**src/rtl/adcr_pkg.sv**
```systemverilog
package adcr_pkg;

    // Bits in one converter frame, status flag included.
    localparam int unsigned FRAME_BITS = 32;
    localparam int unsigned CNT_W      = $clog2(FRAME_BITS + 1);

    typedef enum logic [2:0] {
        ST_IDLE,
        ST_CHECK,
        ST_GAP,
        ST_XFER,
        ST_DONE
    } rd_state_e;

    typedef enum logic {
        MODE_WAIT = 1'b0,
        MODE_POLL = 1'b1
    } rd_mode_e;

    // Edge events of the synchronized converter clock.
    typedef struct packed {
        logic rise;
        logic fall;
    } clk_evt_t;

    // Rising-edge count at which a transfer stops.
    function automatic logic [CNT_W-1:0] stop_count(input logic [CNT_W-1:0] req_bits);
        if (req_bits == '0 || req_bits >= CNT_W'(FRAME_BITS)) begin
            return CNT_W'(FRAME_BITS);
        end
        return req_bits;
    endfunction

endpackage

```
**src/rtl/adcr_sync.sv**
```systemverilog
module adcr_sync
    import adcr_pkg::*;
#(
    parameter int unsigned W       = 2,
    parameter int unsigned STAGES  = 2,
    parameter logic [W-1:0] RST_VAL = '1
) (
    input  logic         clk,
    input  logic         rst,
    input  logic [W-1:0] d,
    output logic [W-1:0] q,
    output clk_evt_t     evt
);

    logic [STAGES-1:0][W-1:0] pipe;
    logic                     prev0;

    generate
        for (genvar s = 0; s < STAGES; s++) begin : g_stage
            if (s == 0) begin : g_first
                always_ff @(posedge clk) begin
                    if (rst) pipe[0] <= RST_VAL;
                    else     pipe[0] <= d;
                end
            end else begin : g_next
                always_ff @(posedge clk) begin
                    if (rst) pipe[s] <= RST_VAL;
                    else     pipe[s] <= pipe[s-1];
                end
            end
        end
    endgenerate

    always_ff @(posedge clk) begin
        if (rst) prev0 <= RST_VAL[0];
        else     prev0 <= pipe[STAGES-1][0];
    end

    assign q        = pipe[STAGES-1];
    assign evt.rise = q[0] & ~prev0;
    assign evt.fall = ~q[0] & prev0;

endmodule

```
**src/rtl/adcr_serdes.sv**
```systemverilog
module adcr_serdes
    import adcr_pkg::*;
#(
    parameter int unsigned      CFG_W   = 8,
    parameter logic [CFG_W-1:0] CFG_RST = '0
) (
    input  logic                  clk,
    input  logic                  rst,
    input  logic                  load,
    input  logic [CFG_W-1:0]      cfg_in,
    input  logic                  active,
    input  clk_evt_t              evt,
    input  logic                  sdo_lvl,
    output logic                  sdi,
    output logic [CNT_W-1:0]      rcnt,
    output logic [FRAME_BITS-1:0] word,
    output logic [CFG_W-1:0]      shadow
);

    logic [CFG_W-1:0] cfg_sr;
    logic [CFG_W-1:0] cfg_hold;
    logic             take_bit;
    logic             next_bit;

    assign take_bit = active && evt.rise;
    assign next_bit = active && evt.fall && (rcnt != '0);

    always_ff @(posedge clk) begin
        if (rst) begin
            cfg_sr   <= '0;
            cfg_hold <= CFG_RST;
            shadow   <= CFG_RST;
            word     <= '0;
            rcnt     <= '0;
        end else if (load) begin
            cfg_sr   <= cfg_in;
            cfg_hold <= cfg_in;
            word     <= '0;
            rcnt     <= '0;
        end else begin
            if (take_bit) begin
                word <= {word[FRAME_BITS-2:0], sdo_lvl};
                rcnt <= rcnt + CNT_W'(1);
                if (rcnt + CNT_W'(1) == CNT_W'(CFG_W)) begin
                    shadow <= cfg_hold;
                end
            end
            if (next_bit) begin
                cfg_sr <= {cfg_sr[CFG_W-2:0], 1'b0};
            end
        end
    end

    assign sdi = cfg_sr[CFG_W-1];

    AST_SHADOW_HOLD: assert property (@(posedge clk) disable iff (rst)
        !(active && evt.rise) |=> $stable(shadow)) else $error("shadow moved without edge");

    AST_SDI_AFTER_FALL: assert property (@(posedge clk) disable iff (rst)
        !(evt.fall || load) |=> $stable(sdi)) else $error("sdi changed off a falling edge");

    AST_RCNT_BOUND: assert property (@(posedge clk) disable iff (rst)
        rcnt <= CNT_W'(FRAME_BITS)) else $error("edge count overran frame");

endmodule

```
**src/rtl/adcr_timeout.sv**
```systemverilog
module adcr_timeout #(
    parameter int unsigned TMO_CYC = 4096
) (
    input  logic clk,
    input  logic rst,
    input  logic run,
    input  logic kick,
    output logic expired
);

    localparam int unsigned TW = $clog2(TMO_CYC + 1);

    logic [TW-1:0] cnt;

    always_ff @(posedge clk) begin
        if (rst || !run || kick) begin
            cnt <= '0;
        end else if (cnt != TW'(TMO_CYC)) begin
            cnt <= cnt + TW'(1);
        end
    end

    assign expired = run && (cnt == TW'(TMO_CYC));

    AST_TMO_SAT: assert property (@(posedge clk) disable iff (rst)
        cnt <= TW'(TMO_CYC)) else $error("timeout counter overran");

endmodule

```
**src/rtl/adcr_ctrl.sv**
```systemverilog
module adcr_ctrl
    import adcr_pkg::*;
#(
    parameter int unsigned STS_WAIT = 6,
    parameter int unsigned POLL_GAP = 8
) (
    input  logic             clk,
    input  logic             rst,
    input  logic             req,
    input  logic             mode,
    input  logic [CNT_W-1:0] abort_bits,
    input  logic             sdo_lvl,
    input  logic             sclk_lvl,
    input  clk_evt_t         evt,
    input  logic [CNT_W-1:0] rcnt,
    input  logic             expired,
    output logic             cs_n,
    output logic             load,
    output logic             active,
    output logic             busy,
    output logic             rd_valid,
    output logic             rd_partial,
    output logic             tmo_err
);

    localparam int unsigned WMAX   = (STS_WAIT > POLL_GAP) ? STS_WAIT : POLL_GAP;
    localparam int unsigned WAIT_W = $clog2(WMAX + 1);

    rd_state_e        state, nxt;
    logic [WAIT_W-1:0] wcnt;
    logic [CNT_W-1:0]  stop_q;
    logic              hit;
    rd_mode_e          mode_e;

    assign mode_e = rd_mode_e'(mode);
    assign hit    = evt.rise && (rcnt + CNT_W'(1) == stop_q);

    always_comb begin
        nxt  = state;
        load = 1'b0;
        case (state)
            ST_IDLE: begin
                if (req) begin
                    load = 1'b1;
                    nxt  = (mode_e == MODE_POLL) ? ST_CHECK : ST_XFER;
                end
            end
            ST_CHECK: begin
                if (wcnt == WAIT_W'(STS_WAIT - 1)) begin
                    nxt = sdo_lvl ? ST_GAP : ST_XFER;
                end
            end
            ST_GAP: begin
                if (wcnt == WAIT_W'(POLL_GAP - 1)) begin
                    nxt = ST_CHECK;
                end
            end
            ST_XFER: begin
                if (expired)  nxt = ST_IDLE;
                else if (hit) nxt = ST_DONE;
            end
            ST_DONE: nxt = ST_IDLE;
            default: nxt = ST_IDLE;
        endcase
    end

    always_ff @(posedge clk) begin
        if (rst) begin
            state      <= ST_IDLE;
            wcnt       <= '0;
            cs_n       <= 1'b1;
            stop_q     <= CNT_W'(FRAME_BITS);
            rd_partial <= 1'b0;
            tmo_err    <= 1'b0;
        end else begin
            state   <= nxt;
            wcnt    <= (nxt != state) ? '0 : wcnt + WAIT_W'(1);
            cs_n    <= !(nxt == ST_CHECK || nxt == ST_XFER);
            tmo_err <= (state == ST_XFER) && expired;
            if (state == ST_IDLE && req) begin
                stop_q <= stop_count(abort_bits);
            end
            if (state == ST_XFER && nxt == ST_DONE) begin
                rd_partial <= (stop_q != CNT_W'(FRAME_BITS));
            end
        end
    end

    assign active   = (state == ST_XFER);
    assign busy     = (state != ST_IDLE);
    assign rd_valid = (state == ST_DONE);

    AST_CS_ABORT_HIGH: assert property (@(posedge clk) disable iff (rst)
        ($rose(cs_n) && $past(state) == ST_XFER && !tmo_err) |-> $past(sclk_lvl))
        else $error("chip select raised with clock low");

    AST_VALID_PULSE: assert property (@(posedge clk) disable iff (rst)
        rd_valid |=> !rd_valid) else $error("valid longer than one cycle");

    AST_IDLE_CS: assert property (@(posedge clk) disable iff (rst)
        (state == ST_IDLE) |-> cs_n) else $error("chip select low while idle");

    AST_ERR_NO_VALID: assert property (@(posedge clk) disable iff (rst)
        tmo_err |-> (!rd_valid && cs_n)) else $error("timeout with valid or cs low");

    AST_POLL_GAP_CS: assert property (@(posedge clk) disable iff (rst)
        (state == ST_GAP) |-> cs_n) else $error("chip select low in poll gap");

endmodule

```
**src/rtl/adc_selfclk_reader.sv**
```systemverilog
module adc_selfclk_reader
    import adcr_pkg::*;
#(
    parameter int unsigned      CFG_W       = 8,
    parameter logic [CFG_W-1:0] CFG_RST     = '0,
    parameter int unsigned      SYNC_STAGES = 2,
    parameter int unsigned      STS_WAIT    = 6,
    parameter int unsigned      POLL_GAP    = 8,
    parameter int unsigned      TMO_CYC     = 4096
) (
    input  logic                  clk,
    input  logic                  rst,
    input  logic                  rd_req,
    input  logic                  rd_mode,
    input  logic [CFG_W-1:0]      cfg_word,
    input  logic [CNT_W-1:0]      abort_bits,
    output logic                  rd_busy,
    output logic                  rd_valid,
    output logic [FRAME_BITS-1:0] rd_data,
    output logic                  rd_partial,
    output logic                  tmo_err,
    output logic [CFG_W-1:0]      cfg_active,
    output logic                  cnv_cs_n,
    input  logic                  cnv_sclk,
    input  logic                  cnv_sdo,
    output logic                  cnv_sdi
);

    logic [1:0]       pins_s;
    clk_evt_t         sclk_evt;
    logic             load;
    logic             active;
    logic             expired;
    logic [CNT_W-1:0] rcnt;

    adcr_sync #(
        .W       (2),
        .STAGES  (SYNC_STAGES),
        .RST_VAL (2'b11)
    ) u_sync (
        .clk (clk),
        .rst (rst),
        .d   ({cnv_sdo, cnv_sclk}),
        .q   (pins_s),
        .evt (sclk_evt)
    );

    adcr_ctrl #(
        .STS_WAIT (STS_WAIT),
        .POLL_GAP (POLL_GAP)
    ) u_ctrl (
        .clk        (clk),
        .rst        (rst),
        .req        (rd_req),
        .mode       (rd_mode),
        .abort_bits (abort_bits),
        .sdo_lvl    (pins_s[1]),
        .sclk_lvl   (pins_s[0]),
        .evt        (sclk_evt),
        .rcnt       (rcnt),
        .expired    (expired),
        .cs_n       (cnv_cs_n),
        .load       (load),
        .active     (active),
        .busy       (rd_busy),
        .rd_valid   (rd_valid),
        .rd_partial (rd_partial),
        .tmo_err    (tmo_err)
    );

    adcr_serdes #(
        .CFG_W   (CFG_W),
        .CFG_RST (CFG_RST)
    ) u_serdes (
        .clk     (clk),
        .rst     (rst),
        .load    (load),
        .cfg_in  (cfg_word),
        .active  (active),
        .evt     (sclk_evt),
        .sdo_lvl (pins_s[1]),
        .sdi     (cnv_sdi),
        .rcnt    (rcnt),
        .word    (rd_data),
        .shadow  (cfg_active)
    );

    adcr_timeout #(
        .TMO_CYC (TMO_CYC)
    ) u_tmo (
        .clk     (clk),
        .rst     (rst),
        .run     (active),
        .kick    (sclk_evt.rise | sclk_evt.fall),
        .expired (expired)
    );

    initial begin
        AST_CFG_FITS: assert (CFG_W >= 2 && CFG_W <= FRAME_BITS) else $error("CFG_W out of range");
    end

endmodule

```
**config.mk**
```make
export PLATFORM = sky130hd
export DESIGN_NAME = adc_selfclk_reader
export DESIGN_NICKNAME = d
export VERILOG_FILES = /design/src/rtl/adcr_pkg.sv /design/src/rtl/adcr_sync.sv /design/src/rtl/adcr_serdes.sv /design/src/rtl/adcr_timeout.sv /design/src/rtl/adcr_ctrl.sv /design/src/rtl/adc_selfclk_reader.sv
export SDC_FILE = /design/constraint.sdc
export NUM_CORES = 1
export LEC_CHECK = 0
export BUFFER_PORTS_ARGS = -buffer_cell sky130_fd_sc_hd__clkbuf_2
export CAP_MARGIN = 20
export CORE_MARGIN = 3
export CORE_UTILIZATION = 50
export CTS_CLUSTER_DIAMETER = 120
export DETAILED_ROUTE_END_ITERATION = 8
export HOLD_SLACK_MARGIN = 0.06
export PLACE_DENSITY = 0.74
export SLEW_MARGIN = 0
export SYNTH_ARGS = -nofsm -noshare
export SYNTH_HDL_FRONTEND = slang
export SYNTH_SLANG_ARGS = --single-unit
```
**constraint.sdc**
```tcl
create_clock -name clk -period 6.05 [get_ports clk]
set_clock_uncertainty 0.05 [all_clocks]
set_input_delay 0.9075 -clock clk [delete_from_list [all_inputs] [get_ports clk]]
set_output_delay 0.9075 -clock clk [all_outputs]
set_load 0.01 [all_outputs]
```
# Word level (Yosys, flattened, before mapping)
# Cells that the tools add are included.
# op_classes
add_sub_neg	3
multipliers	0
div	0
magnitude_cmp	1
n_eq_ne	15
shift	0
mux	17
bitwise	6
reduce_logical	22
# op_table
operator	count
8-bit two-way mux	2
3-bit two-way mux	5
13-bit by 1-bit adder with 13-bit output, second input constant	1
13-bit equality test, second input constant	1
13-bit != test, second input constant	1
6-bit two-way mux	2
3-bit case mux with 4 select lines	1
3-bit by 2-bit equality test with 1-bit output, second input constant	3
4-bit by 3-bit equality test with 1-bit output, second input constant	2
1-bit logical AND	8
6-bit by 1-bit adder with 6-bit output, second input constant	1
3-bit by 1-bit equality test with 1-bit output, second input constant	2
3-bit equality test, second input constant	2
6-bit by 4-bit equality test with 1-bit output, second input constant	1
6-bit equality test	1
6-bit >= comparator, second input constant	1
6-bit logical NOT	1
1-bit two-way mux	6
6-bit != test, second input constant	1
6-bit nonzero test	1
4-bit by 1-bit adder with 4-bit output, second input constant	1
1-bit logical OR	4
2-bit OR reduction	2
3-bit logical NOT	1
other kinds (9)	13
# totals
ff_bits	96
latchBits	0
ramBits	0
mem_bits_ro	0
wordCells	79
n_memories	0

# Logic depth before layout (Yosys ltp)
# Gate-level depths: netlist of the first run.
# logic_depth
depth_word	9
mapped_depth	8
depth_no_buf	7

# By module
# Synthesis of the first run repeated with hierarchy kept, for this count alone.
# unflattened
hier_cells	485
hier_area_um2	4149.0
# modules_own_cells
mod	n_inst	cells_per_inst	area_each_um2	seq_area_each_um2
adcr_serdes	1	285	2407.3	1241.2
adcr_ctrl	1	108	905.9	320.3
adcr_timeout	1	77	670.6	260.2
adcr_sync	1	14	158.9	100.1
adc_selfclk_reader	1	1	6.3	0.0

# Least setup slack after synthesis of the first run
# OpenSTA, ideal clock, no wires.
# synth_timing
kind	input to register
startpoint	input port rd_req
endpoint	register u_serdes.word[10]
setup_time_ns	0.120
t_arrival_ns	1.995
t_required_ns	5.880
slack_ns	3.885
stages	6
path_buffers	3
cell_sequence	or4b_1 buf_2 nand2_1 buf_2 buf_2 a21oi_1
# synth_between
elab_chain_len	3
# synth_rtl
item	line_no	rtl
start, declared	adc_selfclk_reader.sv:13	input logic rd_req,
1-bit two-way mux	adcr_ctrl.sv:43	if (req) begin
1-bit two-way mux	adcr_ctrl.sv:41	case (state)
2-bit OR reduction (no source line)	n/a	
end signal, assigned	adcr_serdes.sv:42	word <= {word[FRAME_BITS-2:0], sdo_lvl};
end, declared	adcr_serdes.sv:16	output logic [FRAME_BITS-1:0] word,
# No other way between the ends.
# A chain may end at the register's enable or synchronous reset.

# Worst setup path after layout of the first run
# layout_timing
startpoint	input port rst
endpoint	register u_serdes.word[6]
# layout_between
elab_chain_len	1
# layout_rtl
item	line_no	rtl
start, declared	adc_selfclk_reader.sv:12	input logic rst,
2-bit OR reduction (no source line)	n/a	
# No other way between the ends.

==> impl_results.md, run 1 <==
* Cell taking the most area after synthesis: dfxtp_1
* Crit path capture type: flop
* Proportion of netlist area held by the largest area contributor at 46.36%
* Area after DPL at 0.004497 mm2
* Clock sink count at 96
* Height of the die at 97.05 um
* Number of buffers between clock root and the deepest sink at 2
* Number of enable-type register cells in the synthesized netlist at 0
* Post-detailed-placement half-perimeter wirelength at 5832 um
* DRC violations left at 0
* Met3 WL at 367 um
* Arrival time at the worst endpoint at 2.89 ns
* Initial standard-cell utilization of the core at 52.55%
* H-Tree Depth at 3
* Nets@finish at 565
* Initial detailed-routing violation count at 175
* Leading cell types by total area after synthesis: dfxtp_1 (46%), nand2_1 (11%), a21oi_1 (6.8%)
* Number of register bits inferred by synthesis at 96
* Met1 routed wirelength after detailed routing at 3855 um
* Drt total wl at 8269 um
* Net count of the mapped netlist at 513
* Area inside the core boundary at 0.007888 mm2
* Clock Pin Slew Worst Setup and Hold Paths at 0.09 ns
* Wire length of the first global-routing pass at 14030 um
* Antenna violations before repair at 0
* Area growth syn-to-layout at 14.43%
* Final sum of negative setup slack at 0 ns
* Max-cap violation count at 0
* WP data required at 6.28 ns
* Largest vdd supply drop at 160.4 uV
* Share of final-layout standard cells stronger than drive strength 1 at 18.67%
* Count of warnings emitted by yosys at 0
* IO Pins at 66
* Setup repair after global routing missed its margin: false
* Buffers added on ports at 65
* Headroom to the max-slew limit at 39.56%
* Library cell with the highest instance count after synthesis: nand2_1
* TritonCTS clock tree: done
* Instance count of the mapped netlist at 484
* Worst setup SP type: input pin
* Netlist Area Pre-Place at 0.004145 mm2
* Primary FF master, synth: dfxtp_1
* Slew of the pin with the lowest slew margin at 0.8996 ns
* Area of the die at 0.009419 mm2
* Final-report setup violation count at 0
* Period Utilization, post-route at 44.03%
* Seq/Total Area, Yosys at 46.36%
* Setup repair bufs after CTS at 0
* Count of vias placed by the detailed router at 3376
* Detailed-router iteration count before antenna repair at 5
* Final-report max-slew violation count at 0
* Hold WC Path Type: flop to flop
* Routability congestion estimate at 0.8413
* Distinct cells, synth at 53
* N_diodes at 0
* Detail-routed net length per standard cell at 12.86 um
* Vias in the first global route at 3068
* Overall overflow remaining after global route at 0
* Pin count of the biggest net entering global routing at 39
* Most instantiated cells after synthesis: nand2_1 (116), dfxtp_1 (96), a21oi_1 (56)
* Clock root cell: clkbuf_8
* Period minus WS final at 2.664 ns
* Total Power Consumption at 1.198 mW
* Number of antenna-violating nets in the routed design at 0
* Routed via count divided by cell count at 5.250
* Total leakage power at 1.746 nW
* Layout filler cell count at 695
* FFs w/ async S/R, synth at 0%
* Uppermost signal routing layer after detailed routing: met4
* Met2 wirelength from detailed routing at 3918 um
* Fin. Hold Viols at 0
* Die X-Extent at 97.05 um
* Worst Path Class, Setup: input pin to flop
* Power Density at 252.6 mW/mm2
* Clock buffers created by TritonCTS at 9
* Gr usage total at 17.57%
* Highest net fanout along the worst path at 31
* Outcome: completed
* Design Area, Final at 0.004743 mm2
* Count of standard-cell rows at 32
* Hold_buf cts at 0
* Clock latency reported for the late side of the worst-skew pair at 0.35 ns
* Max Freq at 375.4 MHz
* Post-Syn Area per Cell at 8.565 um2
* Count of instances resized after the clock tree is built at 0
cells by family (layout without fill, tap and decap cells):
group | after synthesis | after routing | share of synthesized area, %
simple gates | 217 | 217 | 25.26
compound gates | 83 | 83 | 11.98
flops | 96 | 96 | 46.36
mux | 16 | 16 | 3.894
fa+ha+maj | 9 | 9 | 2.717
xor+xnor | 23 | 23 | 5.312
buf+inv | 40 | 97 | 4.467
path summary, 6_finish.rpt:
kind,endpoint,slack [ns],from,cells past startpoint
worst min register to register,u_sync.q[0],0.37,u_sync.pipe[0],1
worst max register to register,u_serdes.shadow[1],3.69,u_ctrl.state[0],6
worst min-delay path,u_sync.q[0],0.37,u_sync.pipe[0],1
worst max-delay path,u_serdes.word[6],3.39,rst,5
report_power, final:
group	leakage (nW)	internal (mW)	total, mW	switching (mW)
Combinational	0.868	0.0343	0.0843	0.0501
Clock	0.0991	0.234	0.453	0.218
Sequential	0.779	0.648	0.661	0.0132
Total	1.75	0.917	1.20	0.282
area by class of cell:
cell class	count	area [um2]	share of cell area [%]
repair buffers	70	395.4	8.336
clock buffers	10	127.6	2.691
inverters	11	41.29	0.8705
clock inverters	6	91.34	1.926
flip-flops and latches	96	1922	40.52
well taps	102	127.6	2.691
multi-input cells	348	2038	42.97
per-stage QoR:
step	std cells	hold slack, ns	util, %	worst slack [ns]
after floorplan	484	0.3395	-	3.885
after global placement	624	0.3493	56.66	2.899
after detailed placement	625	0.3501	57.01	2.989
after CTS	641	0.3697	59.79	3.362
after global routing	643	0.3972	60.14	3.158
final	643	0.3691	60.14	3.386
per-layer routing:
layer | track usage [%] | vias to the layer above
met5 | 0 | -
met4 | 5.508 | 0
met3 | 4.451 | 10
met2 | 28.34 | 64
met1 | 23.14 | 1562
li1 | - | 1740
state kept, by name, summed over array words and instances, names as in the netlist:
register and cells:
u_ctrl.cs_n 1, u_ctrl.rd_partial 1, u_ctrl.state 3, u_ctrl.stop_q 6, u_ctrl.tmo_err 1, u_ctrl.wcnt 4
u_serdes.cfg_hold 8, u_serdes.cfg_sr 8, u_serdes.rcnt 6, u_serdes.shadow 8, u_serdes.word 32, u_sync.pipe 2
u_sync.prev0 1, u_sync.q 2, u_tmo.cnt 13
placed cells by master, fill, tap and decap left out, types with 9 or more instances in the layout:
cell      netlist  routed
mux2i_1        15      15
nand3_1        11      11
dfxtp_1        96      96
nand2_1       116     116
a21oi_1        56      56
xor2_1         12      12
inv_1          11      11
nor2_1         36      36
xnor2_1        10      10
clkbuf_2        0      65
ha_1            9       9
clkbuf_8        0       9
worst max-delay path: stages:
cell      delay, ns
clkbuf_2       0.35
inv_1          0.59
nand2_1        0.57
buf_16         0.33
a21oi_1        0.13
No activity file was read; power rests on OpenSTA's default activity.
==> inputs of run 2 (changes only) <==
==> constraint.sdc (replaced) <==
create_clock -name clk -period 2.7 [get_ports clk]
set_clock_uncertainty 0.05 [all_clocks]
set_input_delay 0.405 -clock clk [delete_from_list [all_inputs] [get_ports clk]]
set_output_delay 0.405 -clock clk [all_outputs]
set_load 0.01 [all_outputs]
==> run 2 against run 1 <==
Power is 120% higher; critical path depth is 1 higher; count of clock-buffer cells in the layout grew 1; die area did not move.
==> impl_results.md, run 2 (same netlist as run 1, synthesis figures left out) <==
* Detail-routed net length per standard cell at 13.03 um (+1.3%)
* Footprint of the multi-input gates at 0.002038 mm2 (unchanged)
* Area after DPL at 0.004507 mm2 (+0.22%)
* Hold_buf cts at 0 (unchanged)
* Post-detailed-placement half-perimeter wirelength at 5849 um (+0.29%)
* Height of the die at 97.05 um (unchanged)
* Pin count of the biggest net entering global routing at 39 (unchanged)
* Max-cap violation count at 0 (unchanged)
* Antenna violations before repair at 0 (unchanged)
* Seq. cell area at 0.001922 mm2 (unchanged)
* Count of vias placed by the detailed router at 3411 (+1.0%)
* Arrival time at the worst endpoint at 2.43 ns (-0.46 ns)
* Final-report max-slew violation count at 0 (unchanged)
* Hold WC Path Type: input pin to flop
* Clock sink count at 96 (unchanged)
* Final sum of negative setup slack at 0 ns (unchanged)
* Max Freq at 444.8 MHz
* Wire length of the first global-routing pass at 14360 um (+2.4%)
* Clock latency reported for the late side of the worst-skew pair at 0.35 ns (about the same)
* Post-Route Hold Slack at 0.1746 ns (-0.1945 ns)
* Clock buffers created by TritonCTS at 9 (unchanged)
* Final-report setup violation count at 0 (unchanged)
* Headroom to the max-slew limit at 36.75% (-2.8 points)
* Setup repair after global routing missed its margin: false
* Worst setup SP type: flop
* TritonCTS clock tree: done
* Clock root cell: clkbuf_8
* Total Power Consumption at 2.620 mW (+120%)
* Routed via count divided by cell count at 5.288 (+0.72%)
* Most used cells in the layout excluding fill and tap cells: nand2_1 (116), dfxtp_1 (96), clkbuf_2 (65), a21oi_1 (56), nor2_1 (36)
* Worst setup timing slack at the placement stage at 0.4688 ns (-2.520 ns)
* Layout filler cell count at 699 (+0.58%)
* Share of final-layout standard cells stronger than drive strength 1 at 19.15% (+0.48 points)
* Biggest register: u_serdes.word
* Power Density at 556.1 mW/mm2 (+120%)
* Largest vdd supply drop at 360.8 uV (+120%)
* Post-route core utilization at 59.74% (-0.40 points)
* Worst Path Class, Setup: flop to flop
* Overall overflow remaining after global route at 0 (unchanged)
* Clock Pin Slew Worst Setup and Hold Paths at 0.10 ns (about the same)
* H-Tree Depth at 3 (unchanged)
* Routability congestion estimate at 0.8119 (-3.5%)
* Largest registers ranked by flip-flop count: u_serdes.word (32), u_tmo.cnt (13)
* Largest register FFs at 32 (unchanged)
* DRC violations left at 0 (unchanged)
* Number of buffers between clock root and the deepest sink at 2 (unchanged)
* Setup repair bufs after CTS at 0 (unchanged)
* Initial detailed-routing violation count at 199 (+14%)
* Count of instances resized after the clock tree is built at 0 (unchanged)
* Highest net fanout along the worst path at 8 (-74%)
* Number of placed instances, taps included at 629 (+0.64%)
* Fin. Hold Viols at 0 (unchanged)
* Area inside the core boundary at 0.007888 mm2 (unchanged)
* Design Area, Final at 0.004712 mm2 (-0.66%)
* Total leakage power at 1.733 nW (-0.76%)
* Count of standard-cell rows at 32 (unchanged)
* Minimum setup slack in the final design at 0.4516 ns (-2.935 ns)
* IO Pins at 66 (unchanged)
* Drt total wl at 8402 um (+1.6%)
* Vias in the first global route at 3137 (+2.2%)
* Gr usage total at 17.95% (+0.38 points)
* Number of antenna-violating nets in the routed design at 0 (unchanged)
* Area of the die at 0.009419 mm2 (unchanged)
* Initial standard-cell utilization of the core at 52.55% (unchanged)
* Crit path capture type: flop
* Buffers added on ports at 65 (unchanged)
* Outcome: completed
* Die X-Extent at 97.05 um (unchanged)
* Nets@finish at 567 (+0.35%)
* Slew of the pin with the lowest slew margin at 0.9248 ns (+0.02517 ns)
* Most common library cell in the layout ignoring fill and taps: nand2_1
* Period Utilization, post-route at 83.28%
* Period minus WS final at 2.248 ns
* Final cell count without fillers at 645 (+0.31%)
* Detailed-router iteration count before antenna repair at 4 (-1)
* WP data required at 2.88 ns (-3.40 ns)
* N_diodes at 0 (unchanged)
* Area growth syn-to-layout at 13.67%
[run 2: layer usage]
layer	GRT usage [%]	part of all wire, %
met1	23.48	47
met2	29.83	48
met3	3.518	3.5
met4	5.832	0.93
met5	0	0
[run 2: layout make-up]
type,instances,share of cell area [%]
flip-flops and latches,96,40.79
well taps,102,2.708
multi-input cells,348,43.26
clock inverters,5,1.354
repair buffers,72,8.019
clock buffers,11,3.001
inverters,11,0.8763
[run 2: path summary, 6_finish.rpt]
path / slack (ns) / cells past startpoint / from / to
worst min register to register: 0.37 / 1 / u_sync.pipe[1] / u_sync.q[1]
worst max register to register: 0.45 / 6 / u_serdes.rcnt[0] / u_ctrl.cs_n
worst max-delay path: 0.45 / 6 / u_serdes.rcnt[0] / u_ctrl.cs_n
worst min-delay path: 0.17 / 2 / cnv_sclk / u_sync.pipe[0]
[run 2: worst max-delay path, stage by stage (launching register included)]
cell and delay (ns):
dfxtp_1 0.40, ha_1 0.34, and3b_1 0.21, or3_4 0.37, a31oi_4 0.23, nor4_2 0.09, or4_1 0.46
[run 2: power by group]
part	switching, mW	total [mW]	internal, mW
Clock	0.492	0.953	0.461
Sequential	0.0312	1.48	1.45
Combinational	0.112	0.185	0.0729
Total	0.635	2.62	1.99
==> inputs of run 3 (changes only) <==
==> constraint.sdc (replaced) <==
create_clock -name clk -period 2.16 [get_ports clk]
set_clock_uncertainty 0.05 [all_clocks]
set_input_delay 0.324 -clock clk [delete_from_list [all_inputs] [get_ports clk]]
set_output_delay 0.324 -clock clk [all_outputs]
set_load 0.01 [all_outputs]
==> run 3 against run 2 <==
Flip-flop and latch count did not move; power rose by 27%; first-iteration DRC count fell by 29%; final cell count rose by 1.4%; combinational power rose by 34%; sequential share of layout area fell by 0.84 points; final area rose by 2.2%; count of clock-buffer cells in the layout fell by 2; critical path depth did not move; critical endpoint unchanged.
==> impl_results.md, run 3 (same netlist as run 1, synthesis figures left out) <==
* Period Utilization, post-route at 96.76% (+13 points)
* Worst setup SP type: flop
* Initial detailed-routing violation count at 141 (-29%)
* Period minus WS final at 2.090 ns (-0.1583 ns)
* Routability congestion estimate at 0.8286 (+2.1%)
* Vias in the first global route at 3213 (+2.4%)
* IO Pins at 66 (unchanged)
* Worst path cell trace: ha_1, and3b_1, or3_4, a31oi_4, nor4_2, or4_1
* Detailed-router iteration count before antenna repair at 4 (unchanged)
* Most used cells in the layout excluding fill and tap cells: nand2_1 (116), dfxtp_1 (95), clkbuf_2 (65), a21oi_1 (56), nor2_1 (36)
* Largest registers ranked by flip-flop count: u_serdes.word (32), u_tmo.cnt (13)
* Fin. Hold Viols at 0 (unchanged)
* Total leakage power at 1.789 nW (+3.2%)
* Max stage delay on crit path at 0.47 ns (about the same)
* Number of antenna-violating nets in the routed design at 0 (unchanged)
* Post-detailed-placement half-perimeter wirelength at 6099 um (+4.3%)
* Nets@finish at 576 (+1.6%)
* Highest net fanout along the worst path at 5 (-3)
* Sw Share at 25.55% (+1.3 points)
* WP data required at 2.36 ns (-0.52 ns)
* Max Freq at 478.4 MHz (+7.6%)
* Max-cap violation count at 0 (unchanged)
* Setup repair after global routing missed its margin: false
* Clock buffers created by TritonCTS at 9 (unchanged)
* N_diodes at 0 (unchanged)
* Largest vdd supply drop at 413.8 uV (+15%)
* TritonCTS clock tree: done
* Design Area, Final at 0.004815 mm2 (+2.2%)
* Hold WC Path Type: input pin to flop
* Buffers added on ports at 65 (unchanged)
* Gr usage total at 18.36% (+0.41 points)
* Seq. cell area at 0.001923 mm2 (about the same)
* Clock root cell: clkbuf_8
* Headroom to the max-slew limit at 65.76% (+29 points)
* DRC violations left at 0 (unchanged)
* Slew of the pin with the lowest slew margin at 0.5122 ns (-0.4126 ns)
* Switching pwr at 849.6 uW (+34%)
* Number of buffers between clock root and the deepest sink at 2 (unchanged)
* Share of final-layout standard cells stronger than drive strength 1 at 20.83% (+1.7 points)
* Antenna violations before repair at 0 (unchanged)
* Outcome: completed
* Hold_buf cts at 0 (unchanged)
* Overall overflow remaining after global route at 0 (unchanged)
* Pin count of the biggest net entering global routing at 39 (unchanged)
* Final-report max-slew violation count at 0 (unchanged)
* Initial standard-cell utilization of the core at 52.55% (unchanged)
* Combinational share of power at 7.4% (+0.4 points)
* Crit path capture type: flop
* Count of standard-cell rows at 32 (unchanged)
* R2R setup slack at 0.07 ns (-0.38 ns)
* Setup repair bufs after CTS at 0 (unchanged)
* Final sum of negative setup slack at 0 ns (unchanged)
* Biggest register: u_serdes.word
* H-Tree Depth at 3 (unchanged)
* Clock sink count at 96 (unchanged)
* Area of the die at 0.009419 mm2 (unchanged)
* Arrival time at the worst endpoint at 2.29 ns (-0.14 ns)
* Total Power Consumption at 3.326 mW (+27%)
* Area inside the core boundary at 0.007888 mm2 (unchanged)
* Height of the die at 97.05 um (unchanged)
* Minimum setup slack in the final design at 0.06989 ns (-0.3817 ns)
* Layout filler cell count at 693 (-0.86%)
* Routed via count divided by cell count at 5.242 (-0.88%)
* Detail-routed net length per standard cell at 13.08 um (+0.44%)
* Wire length of the first global-routing pass at 14590 um (+1.6%)
* Area after DPL at 0.004599 mm2 (+2.1%)
* Slowest cell on the critical path: or4_1
* Power Density at 690.8 mW/mm2 (+24%)
* Clock Power Share at 36.9% (+0.5 points)
* Clock Pin Slew Worst Setup and Hold Paths at 0.10 ns (about the same)
* Die X-Extent at 97.05 um (unchanged)
* Largest register FFs at 32 (unchanged)
* Worst Path Class, Setup: flop to flop
* Most common library cell in the layout ignoring fill and taps: nand2_1
* Clock latency reported for the late side of the worst-skew pair at 0.37 ns (+0.02 ns)
* Footprint of the multi-input gates at 0.002038 mm2 (unchanged)
* Drt total wl at 8557 um (+1.8%)
* Final-report setup violation count at 0 (unchanged)
* Internal power at 2.476 mW (+25%)
* Fraction of power consumed by sequential logic at 55.7% (-0.9 points)
* Worst setup timing slack at the placement stage at 0.08215 ns (-0.3866 ns)
* Count of vias placed by the detailed router at 3428 (+0.50%)
* Area growth syn-to-layout at 16.15%
run 3: final timing paths:
| check | from | end | cells past startpoint |
|---|---|---|---|
| min reg2reg | u_sync.pipe[1] | u_sync.q[1] | 1 |
| max | u_serdes.rcnt[0] | u_ctrl.cs_n | 6 |
| min | cnv_sdo | u_sync.pipe[1] | 2 |
| max reg2reg | u_serdes.rcnt[0] | u_ctrl.cs_n | 6 |
run 3: timing repair:
action | in CTS | in global routing
hold endpoints to repair | 0 | 0
endpoints found under the setup margin | 0 | 1
resized for setup | 0 | 1
run 3: power groups by stage:
stage / clock [mW] / sequential [mW] / combinational (mW)
after floorplan: 0 / 1.88 / 0.173
after global placement: 0 / 1.89 / 0.241
after detailed placement: 0 / 1.89 / 0.247
after CTS: 1.25 / 1.85 / 0.249
after global routing: 1.33 / 1.86 / 0.276
final: 1.23 / 1.85 / 0.247
run 3: metrics by stage:
stage / hold slack, ns / std cells / util [%]
global route: 0.07774 / 654 / 61.04
global placement: 0.3417 / 638 / 58.31
floorplan: 0.3395 / 484 / -
finish: 0.07785 / 654 / 61.04
detailed placement: 0.3455 / 638 / 58.31
CTS: 0.06838 / 654 / 61.02
run 3: final cells by class:
cell class              instances  share of cell area (%)
well taps                     102                   2.651
inverters                      11                  0.8576
repair buffers                 81                   9.771
clock buffers                   9                   2.573
clock inverters                 7                   1.871
flip-flops and latches         96                   39.94
multi-input cells             348                   42.33
run 3: critical path, delay by kind of cell (launching register included):
family          cells  cell delay, ns
flops               1            0.37
compound gates      1            0.18
fa+ha+maj           1            0.27
simple gates        4            1.10
run 3: metal layers:
layer	GRT usage, %	routed length (um)	up-vias
met1	23.23	3881	1599
met5	0	0	-
li1	-	-	1766
met4	7.343	60	0
met3	4.164	417	5
met2	30.31	4198	58
